$ cat src/rtl/fb_scan_pkg.sv
package fb_scan_pkg;

  // Frame walk state of the line sequencer.
  typedef enum logic {
    WALK_IDLE = 1'b0,
    WALK_RUN  = 1'b1
  } walk_state_e;

endpackage

$ cat src/rtl/fb_line_walker.sv
module fb_line_walker
  import fb_scan_pkg::*;
#(
  parameter int ADDR_W  = 32,
  parameter int PITCH_W = 16,
  parameter int CNT_W   = 12
) (
  input  logic               clk,
  input  logic               rst_n,
  input  logic               frame_start,
  input  logic [ADDR_W-1:0]  base,
  input  logic [PITCH_W-1:0] pitch,
  input  logic [CNT_W-1:0]   last_idx,
  input  logic               line_done,
  output logic [ADDR_W-1:0]  line_start,
  output logic               running
);

  walk_state_e       st_q, st_d;
  logic [CNT_W-1:0]  idx_q, idx_d;
  logic [ADDR_W-1:0] start_q, start_d;
  logic              walk_en;

  assign walk_en = frame_start | (line_done & (st_q == WALK_RUN));

  always_comb begin
    st_d    = st_q;
    idx_d   = idx_q;
    start_d = start_q;
    if (frame_start) begin
      st_d    = WALK_RUN;
      idx_d   = '0;
      start_d = base;
    end else if (line_done && st_q == WALK_RUN) begin
      if (idx_q == last_idx) begin
        st_d = WALK_IDLE;
      end else begin
        idx_d   = idx_q + 1'b1;
        start_d = start_q + ADDR_W'(pitch);
      end
    end
  end

  always_ff @(posedge clk or negedge rst_n) begin
    if (!rst_n) begin
      st_q    <= WALK_IDLE;
      idx_q   <= '0;
      start_q <= '0;
    end else if (walk_en) begin
      st_q    <= st_d;
      idx_q   <= idx_d;
      start_q <= start_d;
    end
  end

  assign line_start = start_q;
  assign running    = (st_q == WALK_RUN);

  AST_FRAME_LOADS_BASE: assert property (@(posedge clk) disable iff (!rst_n)
    frame_start |=> (running && line_start == $past(base)));

  AST_IDLE_HOLDS: assert property (@(posedge clk) disable iff (!rst_n)
    (st_q == WALK_IDLE && !frame_start) |=> (st_q == WALK_IDLE));

  AST_LINE_BOUND: assert property (@(posedge clk) disable iff (!rst_n)
    (st_q == WALK_RUN) |-> (idx_q <= last_idx));

endmodule

$ cat src/rtl/fb_burst_cutter.sv
module fb_burst_cutter #(
  parameter int ADDR_W     = 32,
  parameter int LEN_W      = 16,
  parameter int BEAT_BYTES = 8,
  parameter int MAX_BEATS  = 16,
  localparam int SH        = $clog2(BEAT_BYTES),
  localparam int BL_W      = (MAX_BEATS > 1) ? $clog2(MAX_BEATS) : 1,
  localparam int BT_W      = LEN_W - SH + 1
) (
  input  logic              clk,
  input  logic              rst_n,
  input  logic              load,
  input  logic [ADDR_W-1:0] line_start,
  input  logic [LEN_W-1:0]  line_len,
  input  logic              issue,
  output logic [ADDR_W-1:0] burst_addr,
  output logic [BL_W-1:0]   burst_len,
  output logic              burst_ends_line
);

  logic [LEN_W:0]    len_round;
  logic [BT_W-1:0]   line_beats;
  logic [BT_W-1:0]   left_q, left_d;
  logic [BT_W-1:0]   cur_beats;
  logic [ADDR_W-1:0] off_q, off_d;
  logic              cut_en;

  // Round the line up to whole beats.
  assign len_round  = {1'b0, line_len} + (LEN_W+1)'(BEAT_BYTES - 1);
  assign line_beats = BT_W'(len_round >> SH);

  assign burst_ends_line = (left_q <= BT_W'(MAX_BEATS));
  assign cur_beats       = burst_ends_line ? left_q : BT_W'(MAX_BEATS);
  assign burst_len       = BL_W'(cur_beats - 1'b1);
  assign burst_addr      = line_start + off_q;

  assign cut_en = load | issue;

  always_comb begin
    off_d  = off_q;
    left_d = left_q;
    if (load) begin
      off_d  = '0;
      left_d = line_beats;
    end else if (issue) begin
      off_d  = off_q + (ADDR_W'(cur_beats) << SH);
      left_d = left_q - cur_beats;
    end
  end

  always_ff @(posedge clk or negedge rst_n) begin
    if (!rst_n) begin
      off_q  <= '0;
      left_q <= '0;
    end else if (cut_en) begin
      off_q  <= off_d;
      left_q <= left_d;
    end
  end

  AST_BURST_NONEMPTY: assert property (@(posedge clk) disable iff (!rst_n)
    issue |-> (left_q != '0));

  AST_BURST_IN_LINE: assert property (@(posedge clk) disable iff (!rst_n)
    issue |-> ((off_q + (ADDR_W'(cur_beats) << SH)) <= (ADDR_W'(line_beats) << SH)));

endmodule

$ cat src/rtl/fb_credit_counter.sv
module fb_credit_counter #(
  parameter int CNT_W = 4
) (
  input  logic             clk,
  input  logic             rst_n,
  input  logic             take,
  input  logic             give,
  input  logic [CNT_W-1:0] limit,
  output logic             has_room
);

  logic [CNT_W-1:0] count_q, count_d;
  logic             cnt_en;

  assign cnt_en = take ^ give;

  always_comb begin
    count_d = count_q;
    if (take && !give) begin
      count_d = count_q + 1'b1;
    end else if (give && !take && count_q != '0) begin
      count_d = count_q - 1'b1;
    end
  end

  always_ff @(posedge clk or negedge rst_n) begin
    if (!rst_n) begin
      count_q <= '0;
    end else if (cnt_en) begin
      count_q <= count_d;
    end
  end

  assign has_room = (count_q < limit);

  AST_CREDIT_CAP: assert property (@(posedge clk) disable iff (!rst_n)
    count_q <= limit);

  AST_CREDIT_UP: assert property (@(posedge clk) disable iff (!rst_n)
    (take && !give) |=> (count_q == $past(count_q) + 1'b1));

  AST_CREDIT_DOWN: assert property (@(posedge clk) disable iff (!rst_n)
    (give && !take && count_q != '0) |=> (count_q == $past(count_q) - 1'b1));

endmodule

$ cat src/rtl/fb_scan_addr_gen.sv
module fb_scan_addr_gen #(
  parameter int ADDR_W     = 32,
  parameter int LEN_W      = 16,
  parameter int LINES_W    = 12,
  parameter int OUTS_W     = 4,
  parameter int BEAT_BYTES = 8,
  parameter int MAX_BEATS  = 16,
  localparam int BL_W      = (MAX_BEATS > 1) ? $clog2(MAX_BEATS) : 1
) (
  input  logic               clk,
  input  logic               rst_n,
  input  logic               frame_start,
  input  logic [ADDR_W-1:0]  cfg_base,
  input  logic [LEN_W-1:0]   cfg_line_bytes,
  input  logic [LEN_W-1:0]   cfg_line_pitch,
  input  logic [LINES_W-1:0] cfg_lines_m1,
  input  logic [OUTS_W-1:0]  cfg_max_outstanding,
  output logic               req_valid,
  input  logic               req_ready,
  output logic [ADDR_W-1:0]  req_addr,
  output logic [BL_W-1:0]    req_len,
  input  logic               rd_done
);

  // Reset: asserted asynchronously, released after two clock edges.
  logic [1:0] rst_pipe;
  logic       rst_n_int;

  always_ff @(posedge clk or negedge rst_n) begin
    if (!rst_n) begin
      rst_pipe <= 2'b00;
    end else begin
      rst_pipe <= {rst_pipe[0], 1'b1};
    end
  end

  assign rst_n_int = rst_pipe[1];

  logic              running;
  logic              has_room;
  logic              issue;
  logic              ends_line;
  logic              line_done;
  logic [ADDR_W-1:0] line_start;

  assign req_valid = running & has_room;
  assign issue     = req_valid & req_ready;
  assign line_done = issue & ends_line;

  fb_line_walker #(
    .ADDR_W  (ADDR_W),
    .PITCH_W (LEN_W),
    .CNT_W   (LINES_W)
  ) u_walker (
    .clk         (clk),
    .rst_n       (rst_n_int),
    .frame_start (frame_start),
    .base        (cfg_base),
    .pitch       (cfg_line_pitch),
    .last_idx    (cfg_lines_m1),
    .line_done   (line_done),
    .line_start  (line_start),
    .running     (running)
  );

  fb_burst_cutter #(
    .ADDR_W     (ADDR_W),
    .LEN_W      (LEN_W),
    .BEAT_BYTES (BEAT_BYTES),
    .MAX_BEATS  (MAX_BEATS)
  ) u_cutter (
    .clk             (clk),
    .rst_n           (rst_n_int),
    .load            (frame_start | line_done),
    .line_start      (line_start),
    .line_len        (cfg_line_bytes),
    .issue           (issue),
    .burst_addr      (req_addr),
    .burst_len       (req_len),
    .burst_ends_line (ends_line)
  );

  fb_credit_counter #(
    .CNT_W (OUTS_W)
  ) u_credit (
    .clk      (clk),
    .rst_n    (rst_n_int),
    .take     (issue),
    .give     (rd_done),
    .limit    (cfg_max_outstanding),
    .has_room (has_room)
  );

  AST_REQ_HOLD: assert property (@(posedge clk) disable iff (!rst_n_int)
    (req_valid && !req_ready && !frame_start) |=>
      (req_valid && $stable(req_addr) && $stable(req_len)));

  AST_IDLE_IN_RESET: assert property (@(posedge clk)
    !rst_n_int |-> !req_valid);

endmodule

$ cat config.mk
export PLATFORM = sky130hd
export DESIGN_NAME = fb_scan_addr_gen
export DESIGN_NICKNAME = d
export VERILOG_FILES = /design/src/rtl/fb_scan_pkg.sv /design/src/rtl/fb_line_walker.sv /design/src/rtl/fb_burst_cutter.sv /design/src/rtl/fb_credit_counter.sv /design/src/rtl/fb_scan_addr_gen.sv
export SDC_FILE = /design/constraint.sdc
export NUM_CORES = 1
export LEC_CHECK = 0
export BUFFER_PORTS_ARGS = -buffer_cell sky130_fd_sc_hd__buf_2
export CORE_UTILIZATION = 58
export DETAILED_ROUTE_END_ITERATION = 7
export PLACE_DENSITY = 0.89
export SYNTH_ARGS = -nofsm -noshare
export SYNTH_HDL_FRONTEND = slang
export SYNTH_SLANG_ARGS = --single-unit
$ cat constraint.sdc
create_clock -name clk -period 4.1 [get_ports clk]
set_input_delay 0.205 -clock clk [delete_from_list [all_inputs] [get_ports clk]]
set_output_delay 0.205 -clock clk [all_outputs]
set_load 0.01 [all_outputs]
==> results.md <==
* First-pass GRT wire length at 32.86 mm
* Leakage at 4.228 nW
* Inst Count DP at 1195
* Row count at 41
* CP peak stage delay at 0.55 ns
* Core outline area at 12820 sq um
* Switching power at 2.236 mW
* DRC Markers at 0
* Mapped Cells at 919
* Vias post-DR at 7284
* Non-Filler Instances at 1212
* Share of cells above drive strength 1 at 17.12%
* Final Util at 69.55%
* CP Cell Sequence: or4_4 > or3_1 > nor2_2 > and2_1 > ha_1 > inv_1 > fa_1 > nand2b_1 > a21oi_2 > o211ai_1 > a31oi_2 > o41ai_1 > buf_4 > nor4b_2 > xnor2_1 > nor2_1
* Root Buffer: clkbuf_16
* Vias in the first global route at 6940
* Post-synth EDFFs at 0
* Pwr dens at 573.2 nW/um^2
* Grt ovf at 0
* Largest net degree at the start of global routing at between 70 and 80
* Clock skew at 0.008127 ns
* Critical R2R Capture: u_cutter.off_q[27]
* Hold EP: u_walker.line_start[23]
* Worst Tran Pin Value at between 0.9 and 1 ns
* Yosys top cell area share at 30.23%
* CP Data Arrival Time at roughly 4.2 ns
* Mapped cell area at 7782 sq um
* Yosys top cell by area: dfrtp_1
* Num ports at 122
* Clock share of power at 16.7%
* Placed cell areas at 8577 sq um
* Async SR Flop Fraction at 100.0%
* Setup TNS at 0 ns
* Critical path capture point type: flip-flop
* Setup slack after layout at approximately 0.17 ns
* Flop2flop setup slack at 0.17 ns
* Family with the most delay on the worst path: simple AND/OR/NAND/NOR gates
* Chip width at ~120 microns
* CTS buffer count at 9
* Post-Place Setup Slack at approximately 0.019 ns
* Hold Fails Final Rpt at 0
* Clock transition at path regs at 0.07 ns
* Setup-failing EPs final at 0
* Sequential share of the synthesized area at slightly above 30%
* Minimum clock period at 3.932 ns
* First-pass DRT Iterations at 4
* Diodes inserted at 0
* Ranking of synthesized cells by area: dfrtp_1 30%, ha_1 11%, xor2_1 5.3%, xnor2_1 4.4%, a21oi_1 4.1%
* Seq pwr share at 28.9%
* Gate power share at 54.5%
* H-tree levels at 3
* Starting Density at 60.68%
* Fmax at about 250 MHz
* CP Max Fanout at 8
* # nets final at 1191
* Hold_sp: cfg_base[23]
* CP Launch Type: flip-flop
* Library cells used by synthesis at 75
* Post-synth top flop: dfrtp_1
* Chip height at approximately 120 microns
* Clk sinks at 94
* CTS tree: done
* Peak supply drop at 0.2610 mV
* Max stage delay cell, worst path: or4_4
* Worst hold path stage count at 3
* Final period util at 95.91%
* Outcome: completed
* Internal power component at 2.877 mW
* Die area at approximately 14000 sq um
* Final wirelength at 19.49 mm
* Synth Register Bits at 94
* WS Path Type: flip-flop to flip-flop
* Slew Limit Fails at 0
* Post-CTS setup buffer count at 0
* Worst min path class: input port to flip-flop
* Via density at about 6.0
* Iteration-0 DRC Markers at 621
* Synthesized area per cell at roughly 8.5 sq um
* Routability congestion estimate at 0.9449
* Worst path required time at 4.33 ns
* Ys Warns at 0
* Reg2reg path depth at 16
* Initial antenna violation count at 0
* Number of port buffers at 121
* CTS Buffer Depth at 2
* GRT Total Usage at 29.00%
* Hpwl dp at about 14 mm
* Setup crit start: u_cutter.left_q[10]
* Post-route ant nets at 0
* Area growth from synthesis to layout at 14.61%
* Max Cap Violations at 0
* Buffers plus inverters on the worst setup path at 2
* Switch share at a little over two fifths
* Final instance area at 8920 sq um
* Worst R2R Start: u_cutter.left_q[10]
* Worst skew pair latency at 0.36 ns
* WL/cell at 16.08 microns
* Relative slew slack at a little over a third
-- synth_stat cells (all sizes together) (4+ instances only) --
cell     n
nor3    21
or3     10
a211oi   7
nor2b    7
mux2i    5
ha      68
o41ai    4
or2      6
and2    11
a311oi   4
and4     4
a31oi    9
o211ai   9
dfrtp   94
a22o     6
nand2b  14
o21a    11
inv     35
or4     10
buf      8
nand2   73
a22oi   12
xnor2   39
nand4    8
a21oi   64
a31o     5
a21o    22
nor4     8
nand3   35
nor2    85
clkbuf  31
o31ai   12
o21ai   65
and3    14
xor2    47
-- layout by cell type (no fill, tap or decap), types with 12 or more instances in the layout --
cell and count:
a21o_1 22, nor3_1 20, nor2_1 81, nand2_1 73, dfrtp_1 93, buf_2 121, ha_1 68, xnor2_1 39
a22oi_1 12, xor2_1 47, a21oi_1 63, buf_4 13, o31ai_1 12, nand3_1 35, o21ai_0 64, nand2b_1 14
inv_1 35, and3_1 14
-- timing repair --
action                                  in CTS  in global routing
endpoints found under the setup margin       1                  7
hold endpoints to repair                     2                  0
hold buffers                                 1                  0
pin swaps                                    0                  1
gates resized for setup                      1                  5
-- logic make-up after synthesis --
family / synth area share, %
XOR/XNOR: 9.678
AO/OA/AOI/OAI: 23.31
flip-flops: 30.23
AND/OR/NAND/NOR: 20.11
multiplexers: 1.077
adder cells (fa/ha/maj): 11.70
buffers and inverters: 3.794
other: 0.09650
-- area by class of cell --
| class | instances | area, sq um |
|---|---|---|
| Inverter | 35 | 131.4 |
| Multi-Input combinational cell | 760 | 5210 |
| Tap cell | 172 | 215.2 |
| Clock buffer | 12 | 246.5 |
| Timing Repair Buffer | 135 | 713.2 |
| Clock inverter | 4 | 47.55 |
| Sequential cell | 94 | 2356 |
| Fill cell | 1044 | 3905 |
-- how the worst max path moves through the flow --
stage	cells past startpoint	to
after global routing	16	u_cutter.off_q[27]
after CTS	16	u_cutter.off_q[29]
after global placement	16	u_cutter.off_q[29]
after floorplan	16	u_cutter.off_q[27]
final	16	u_cutter.off_q[27]
after detailed placement	16	u_cutter.off_q[27]
-- worst reg2reg max path, stage by stage, from the launching register on --
cell      delay, ns
dfrtp_1        0.41
or4_4          0.55
or3_1          0.39
nor2_2         0.13
and2_1         0.16
ha_1           0.18
inv_1          0.06
fa_1           0.41
nand2b_1       0.21
a21oi_2        0.19
o211ai_1       0.16
a31oi_2        0.21
o41ai_1        0.09
buf_4          0.18
nor4b_2        0.30
xnor2_1        0.15
nor2_1         0.05
-- power groups by stage --
stage	registers, mW	logic [mW]	clock network [mW]
6_report	1.48	2.78	0.853
5_1_grt	1.52	3.10	0.898
4_1_cts	1.47	2.73	0.864
3_5_place_dp	1.49	2.71	0
3_3_place_gp	1.47	2.63	0
2_1_floorplan	1.38	2.08	0
-- routing by layer --
metal	part of all wire, %	global-route usage, %
met5	0	0
met4	3.7	14.66
met3	5.0	3.295
met2	46	45.11
met1	45	39.87
-- registers in the layout (all words and copies together) (netlist names) --
name	cells
u_cutter.off_q	29
rst_pipe	2
u_walker.running	1
u_cutter.left_q	14
u_walker.line_start	32
u_credit.count_q	4
u_walker.idx_q	12
-- metrics by stage --
step,total power [mW],hold WS [ns]
2_1_floorplan,3.454,-0.09059
3_3_place_gp,4.103,-0.007446
3_5_place_dp,4.197,-0.005687
4_1_cts,5.065,0.06471
5_1_grt,5.517,0.09091
6_report,5.113,0.06551
Note: power is estimated with default switching activity, not from simulation.
